--- src/rtl/palette_chan_pkg.sv ---
package palette_chan_pkg;

  typedef enum logic [1:0] {
    SEL_ADDR = 2'd0,
    SEL_PAL  = 2'd1,
    SEL_CTRL = 2'd2,
    SEL_RSVD = 2'd3
  } regSel_e;

  // strobes from control to datapath
  typedef struct packed {
    logic addrWr;
    logic addrInc;
    logic palWr;
    logic rdAddr;
    logic rdPal;
    logic rdCtrl;
  } accStb_t;

endpackage

--- src/rtl/palette_chan_ctl.sv ---
module palette_chan_ctl
  import palette_chan_pkg::*;
(
  input  logic       clk,
  input  logic       rst_n,
  input  logic       csN,
  input  logic       rdStb,
  input  logic       wrStb,
  input  logic [1:0] regSel,
  input  logic [3:0] ctrlWrData,
  output logic [3:0] ctrlReg,
  output accStb_t    stb
);

  localparam logic [1:0] SLOT_RED  = 2'd0;
  localparam logic [1:0] SLOT_BLUE = 2'd2;

  regSel_e    sel;
  logic       access;
  logic       palAcc;
  logic       emuMode;
  logic       slotHit;
  logic [1:0] slot;
  logic [2:0] colourEn;

  assign sel      = regSel_e'(regSel);
  assign access   = !csN && (rdStb || wrStb);
  assign palAcc   = access && (sel == SEL_PAL);
  assign colourEn = ctrlReg[2:0];
  assign emuMode  = |colourEn;

  always_comb begin
    case (slot)
      2'd0:    slotHit = colourEn[0];
      2'd1:    slotHit = colourEn[1];
      default: slotHit = colourEn[2];
    endcase
  end

  always_comb begin
    stb         = '0;
    stb.addrWr  = access && wrStb && (sel == SEL_ADDR);
    stb.palWr   = palAcc && wrStb && (!emuMode || slotHit);
    stb.addrInc = palAcc && (!emuMode || slot == SLOT_BLUE);
    stb.rdAddr  = access && rdStb && (sel == SEL_ADDR);
    stb.rdPal   = palAcc && rdStb && (!emuMode || slotHit);
    stb.rdCtrl  = access && rdStb && (sel == SEL_CTRL);
  end

  // control/test register: deliberately without reset
  always_ff @(posedge clk) begin
    if (access && wrStb && sel == SEL_CTRL) ctrlReg <= ctrlWrData;
  end

  always_ff @(posedge clk or negedge rst_n) begin
    if (!rst_n)          slot <= SLOT_RED;
    else if (stb.addrWr) slot <= SLOT_RED;
    else if (palAcc)     slot <= (slot == SLOT_BLUE) ? SLOT_RED : slot + 2'd1;
  end

endmodule

--- src/rtl/palette_chan_dp.sv ---
module palette_chan_dp
  import palette_chan_pkg::*;
#(
  parameter int DATA_W = 8,
  parameter int ADDR_W = 8
) (
  input  logic              clk,
  input  logic              rst_n,
  input  accStb_t           stb,
  input  logic              lowNibSel,
  input  logic [3:0]        ctrlBits,
  input  logic [DATA_W-1:0] dataIn,
  input  logic [ADDR_W-1:0] pixelIdx,
  output logic [DATA_W-1:0] dataOut,
  output logic              dataOe,
  output logic [DATA_W-1:0] dacData
);

  localparam int DEPTH = 1 << ADDR_W;
  localparam int NIB_W = DATA_W / 2;

  logic [DATA_W-1:0] palMem [DEPTH];
  logic [ADDR_W-1:0] palAddr;
  logic [NIB_W-1:0]  testNib;

  always_ff @(posedge clk) begin
    if (stb.palWr) palMem[palAddr] <= dataIn;
  end

  always_ff @(posedge clk or negedge rst_n) begin
    if (!rst_n)           palAddr <= '0;
    else if (stb.addrWr)  palAddr <= dataIn[ADDR_W-1:0];
    else if (stb.addrInc) palAddr <= palAddr + 1'b1;
  end

  always_ff @(posedge clk or negedge rst_n) begin
    if (!rst_n) dacData <= '0;
    else        dacData <= palMem[pixelIdx];
  end

  assign testNib = lowNibSel ? dacData[NIB_W-1:0] : dacData[DATA_W-1:NIB_W];
  assign dataOe  = stb.rdAddr || stb.rdPal || stb.rdCtrl;

  always_comb begin
    dataOut = '0;
    if (stb.rdAddr)      dataOut = DATA_W'(palAddr);
    else if (stb.rdPal)  dataOut = palMem[palAddr];
    else if (stb.rdCtrl) dataOut = {testNib, (NIB_W)'(ctrlBits)};
  end

endmodule

--- src/rtl/palette_chan_ctrl.sv ---
module palette_chan_ctrl
  import palette_chan_pkg::*;
(
  input  logic       clk,
  input  logic       rst_n,
  input  logic       csN,
  input  logic       rdStb,
  input  logic       wrStb,
  input  logic [1:0] regSel,
  input  logic [7:0] dataIn,
  output logic [7:0] dataOut,
  output logic       dataOe,
  input  logic [7:0] pixelIdx,
  output logic [7:0] dacData
);

  accStb_t    stb;
  logic [3:0] ctrlReg;

  palette_chan_ctl u_ctl (
    .clk        (clk),
    .rst_n      (rst_n),
    .csN        (csN),
    .rdStb      (rdStb),
    .wrStb      (wrStb),
    .regSel     (regSel),
    .ctrlWrData (dataIn[3:0]),
    .ctrlReg    (ctrlReg),
    .stb        (stb)
  );

  palette_chan_dp #(.DATA_W(8), .ADDR_W(8)) u_dp (
    .clk       (clk),
    .rst_n     (rst_n),
    .stb       (stb),
    .lowNibSel (ctrlReg[3]),
    .ctrlBits  (ctrlReg),
    .dataIn    (dataIn),
    .pixelIdx  (pixelIdx),
    .dataOut   (dataOut),
    .dataOe    (dataOe),
    .dacData   (dacData)
  );

endmodule

--- config.mk ---
export PLATFORM = sky130hd
export DESIGN_NAME = palette_chan_ctrl
export DESIGN_NICKNAME = d
export VERILOG_FILES = /design/src/rtl/palette_chan_pkg.sv /design/src/rtl/palette_chan_ctl.sv /design/src/rtl/palette_chan_dp.sv /design/src/rtl/palette_chan_ctrl.sv
export SDC_FILE = /design/constraint.sdc
export NUM_CORES = 2
export LEC_CHECK = 0
export BUFFER_PORTS_ARGS = -buffer_cell sky130_fd_sc_hd__buf_2
export CAP_MARGIN = 0
export CORE_AREA = 10 10 430 432
export CTS_CLUSTER_SIZE = 14
export DETAILED_ROUTE_END_ITERATION = 10
export DIE_AREA = 0 0 440 442
export HOLD_SLACK_MARGIN = 0.12
export PLACE_DENSITY = 0.73
export SKIP_CTS_REPAIR_TIMING = 1
export SYNTH_ARGS = -nofsm -noshare
export SYNTH_HDL_FRONTEND = slang
export SYNTH_SLANG_ARGS = --single-unit
--- constraint.sdc ---
create_clock -name clk -period 2.6 [get_ports clk]
set_input_delay 0.39 -clock clk [delete_from_list [all_inputs] [get_ports clk]]
set_output_delay 0.39 -clock clk [all_outputs]
set_load 0.03 [all_outputs]
==> metrics.log <==
INFO  metric power.share.clock = about 32%
INFO  metric final_cell_count_no_fill = 8302
INFO  metric switchingPower = about 27 mW
INFO  metric worstReg2RegEnd = u_dp.dacData[0]$_DFF_PN0_
INFO  metric timing.reg2reg.worst_path_depth = 7
INFO  metric power_frac_seq = 39.3%
INFO  metric total_power = about 94 mW
INFO  metric detailedPlacementHpwl = 214 mm
INFO  metric cts.reportedPaths.clkPinSlew = roughly 0.060 ns
INFO  metric whs = approximately 0.12 ns
INFO  metric via_count_of_the_first_global_routing_pass = 58295
INFO  metric r2r_slack = 0 ns
INFO  metric port_buffers = 39
INFO  metric drive_gt1_share = a little under half
INFO  metric grt.overflow.total = 0
INFO  metric finalHoldViolations = 0
INFO  metric cp-start-kind = register
INFO  metric synth-async-reset-ratio = less than 1%
INFO  metric timing.critical_path.arrival = around 4.5 ns
INFO  metric failed_checks = setup timing
INFO  metric cts_buffers = 208
INFO  metric synth-main-ff-cell = sky130_fd_sc_hd__edfxtp_1
INFO  metric tritoncts = built
INFO  metric layout-area-overhead-vs-synth = 23.1%
INFO  metric ctsHtreeMaxLevel = 4
INFO  metric routabilityCongestion = between 0.9 and 1
INFO  metric hold_end = u_dp.palMem[213][7]$_DFFE_PP_
INFO  metric post_place_setup_slack = -1.46 ns
INFO  metric slew_violations = 0
INFO  metric grt_start_max_net_pins = about 110
INFO  metric stdcell_area = between 0.1 and 0.15 mm²
INFO  metric synth.yosys.warnings = 0
INFO  metric crit_required = between 2 and 2.5 ns
INFO  metric initial_cell_density_of_the_core = between 50% and 60%
INFO  metric postPlaceCellArea = 0.110 mm²
INFO  metric hold_path_class = in2reg
INFO  metric worst_r2r_startpoint = u_dp.palMem[95][0]$_DFFE_PP_
INFO  metric rsz0062_at_grt = yes
INFO  metric vias_per_cell = slightly above 7
INFO  metric timing.slew.headroom = slightly above 20%
INFO  metric total_leakage_power = between 30 and 40 nW
INFO  metric detail_route.first_pass.iterations = 6
INFO  metric io_pins = 40
INFO  metric hold_path_startpoint = dataIn[7]
INFO  metric die_height = 442 µm
INFO  metric dr_total_vias = 59280
INFO  metric synthMostInstantiatedCell = sky130_fd_sc_hd__edfxtp_1
INFO  metric drt_wl_total = 308 mm
INFO  metric yosys-top-cells-area = sky130_fd_sc_hd__edfxtp_1 64%, sky130_fd_sc_hd__mux4_2 25%, sky130_fd_sc_hd__mux2i_1 2.4%
INFO  metric drt_first_iter_violations = roughly 9900
INFO  metric power_report.internal_total = around 66 mW
INFO  metric final.setup.worst_slack = -2.26 ns
INFO  metric fin_crit_sh = 187%
INFO  metric ir_worst_vdd = approximately 0.88 mV
INFO  metric synth_cells = about 4800
INFO  metric most_frequent_cells_after_synthesis = 2052 x sky130_fd_sc_hd__edfxtp_1, 1085 x sky130_fd_sc_hd__mux4_2, 290 x sky130_fd_sc_hd__nor2_1
INFO  metric floorplan.die_area = 0.194 mm²
INFO  metric clk-insertion-delay-late = slightly below 0.9 ns
INFO  metric p_per_area = between 700 and 800 mW/mm²
INFO  metric setup_crit_end_kind = output port
INFO  metric globalRouteTotalUtil = 31.0%
INFO  metric fin_crit = around 4.9 ns
INFO  metric synth_top_area_cell = sky130_fd_sc_hd__edfxtp_1
INFO  metric dieWidth = roughly 440 µm
INFO  metric fp-row-count = between 150 and 200
INFO  metric post_synth_instance_area = just under 0.1 mm²
INFO  metric worst_hold_path.num_cells = 1
INFO  metric critPathKind = reg2out
INFO  metric share_of_yosys_cell_area_claimed_by_the_top_area_cell_type = between 60% and 70%
INFO  metric grt_pass1_wl = around 430 mm
INFO  metric combPwrFrac = 28.7%
INFO  metric ant_nets = 0
INFO  metric synthDistinctLibCells = 63
INFO  metric cts.path.max_buffers = 3
INFO  metric post_synth.cell_area_avg = 20.2 µm²
INFO  metric number_of_synthesized_flops_with_an_enable_pin = 2052
INFO  metric timing.max_cap.violations = 0
INFO  metric drc_errors = 0
INFO  metric nets = just under 6000
INFO  metric core = ~0.18 mm²
INFO  metric finalClockSkew = 0.0471 ns
INFO  metric mappedNetlistNets = approximately 4800
INFO  metric critical_path_peak_fanout = 9
INFO  metric run_status = finished with violations
INFO  metric tightest_slew = around 1.2 ns
INFO  metric clkSinkCount = slightly above 2000
INFO  metric report.final.setup_viol = 9
INFO  metric max_freq = around 210 MHz
INFO  metric placedCellCount = just under 8000
INFO  metric clk_root_buffer_cell = sky130_fd_sc_hd__clkbuf_16
INFO  metric route.detailed.wl_per_inst = between 30 and 40 µm
INFO  metric ys_seq_elements = 2070
INFO  metric finalCoreUtilization = roughly 68%
INFO  metric power.share.switching = between 20 and 30%
INFO  metric yosysSeqAreaShare = 64.3%
INFO  metric finalSetupTns = -16.42 ns
INFO  metric initial_antenna_violation_count = 8
## sequential cells by signal (all words and copies together) (netlist names)
register / cells
u_dp.palMem: 2048
u_dp.dacData: 8
u_ctl.slot: 2
u_ctl.ctrlReg: 4
u_dp.palAddr: 8
## power by group through the flow
stage / registers [mW] / clock network (mW) / logic, mW
2_1_floorplan: 37.5 / 0 / 13.9
5_1_grt: 36.9 / 31.6 / 27.6
4_1_cts: 36.9 / 30.3 / 24.3
6_report: 36.9 / 30.1 / 26.9
3_5_place_dp: 37.6 / 0 / 24.1
3_3_place_gp: 37.6 / 0 / 23.9
## layout make-up
class | count | area (µm²)
tap | 2340 | 2930
inverter | 7 | 31.3
clock inverter | 131 | 1350
multi-input combinational | 2320 | 33900
antenna | 7 | 17.5
sequential | 2070 | 62100
fill | 10842 | 56900
clock buffer | 250 | 5470
timing repair buffer | 1177 | 13000
## cell families (layout without fill, tap and decap cells)
family / after synthesis / in the layout / share of synthesized area (%)
xor gates and xnor gates: 7 / 7 / 0.0635
and+or+nand+nor: 563 / 563 / 2.50
other: 0 / 7 / 0
AOI/OAI and AO/OA: 428 / 428 / 3.14
DFF: 2070 / 2070 / 64.3
muxes: 1318 / 1318 / 27.7
adders and majority gates: 4 / 4 / 0.0518
buffers and inverters: 401 / 1565 / 2.24
## how the worst max path moves through the flow
stage                                      startpoint          to  slack, ns  cells after the start
final                     u_dp.palAddr[0]$_DFFE_PN0P_  dataOut[4]      -2.26                     12
after global routing      u_dp.palAddr[0]$_DFFE_PN0P_  dataOut[4]      -2.20                     12
after CTS                 u_dp.palAddr[0]$_DFFE_PN0P_  dataOut[4]      -2.40                     11
after detailed placement  u_dp.palAddr[0]$_DFFE_PN0P_  dataOut[4]      -1.46                     11
after global placement    u_dp.palAddr[0]$_DFFE_PN0P_  dataOut[4]      -1.50                     11
after floorplan           u_dp.palAddr[0]$_DFFE_PN0P_  dataOut[0]      -0.28                      9
## per-layer routing
metal	GRT usage, %	up-vias	wire length [µm]
li1	-	22875	-
met1	41.8	30878	106000
met2	46.8	4668	143000
met3	8.46	851	39900
met4	15.4	8	18900
met5	0	-	51
## critical path, cell delays in order (launching register included)
cell and delay (ns):
sky130_fd_sc_hd__dfrtp_4 0.55, sky130_fd_sc_hd__buf_16 0.22, sky130_fd_sc_hd__buf_16 0.17, sky130_fd_sc_hd__buf_16 0.14, sky130_fd_sc_hd__mux4_2 0.33, sky130_fd_sc_hd__o22a_1 0.21
sky130_fd_sc_hd__o221ai_2 0.12, sky130_fd_sc_hd__nor3_2 0.28, sky130_fd_sc_hd__o22a_1 0.28, sky130_fd_sc_hd__nand4_1 0.50, sky130_fd_sc_hd__buf_4 0.34, sky130_fd_sc_hd__a41oi_4 0.28
sky130_fd_sc_hd__buf_6 0.17
## cell usage in the layout (no fill, tap or decap), drive strengths merged, types with 10 or more instances in the layout
master,Yosys,layout
nor2,290,290
bufinv,0,21
mux2i,227,227
a32oi,17,17
dfrtp,18,18
o221ai,11,11
a22o,16,16
nor2b,13,13
a31oi,19,19
nand4,15,15
inv,7,10
o21ai,63,63
nand3,35,35
a221oi,54,54
a211oi,11,11
mux4,1085,1085
nor3,13,13
o22ai,43,43
clkbuf,186,266
nand2,149,149
o211ai,21,21
clkinv,0,99
buf,208,1154
a22oi,94,94
edfxtp,2052,2052
a21oi,45,45
Note: power is estimated with default switching activity, not from simulation.
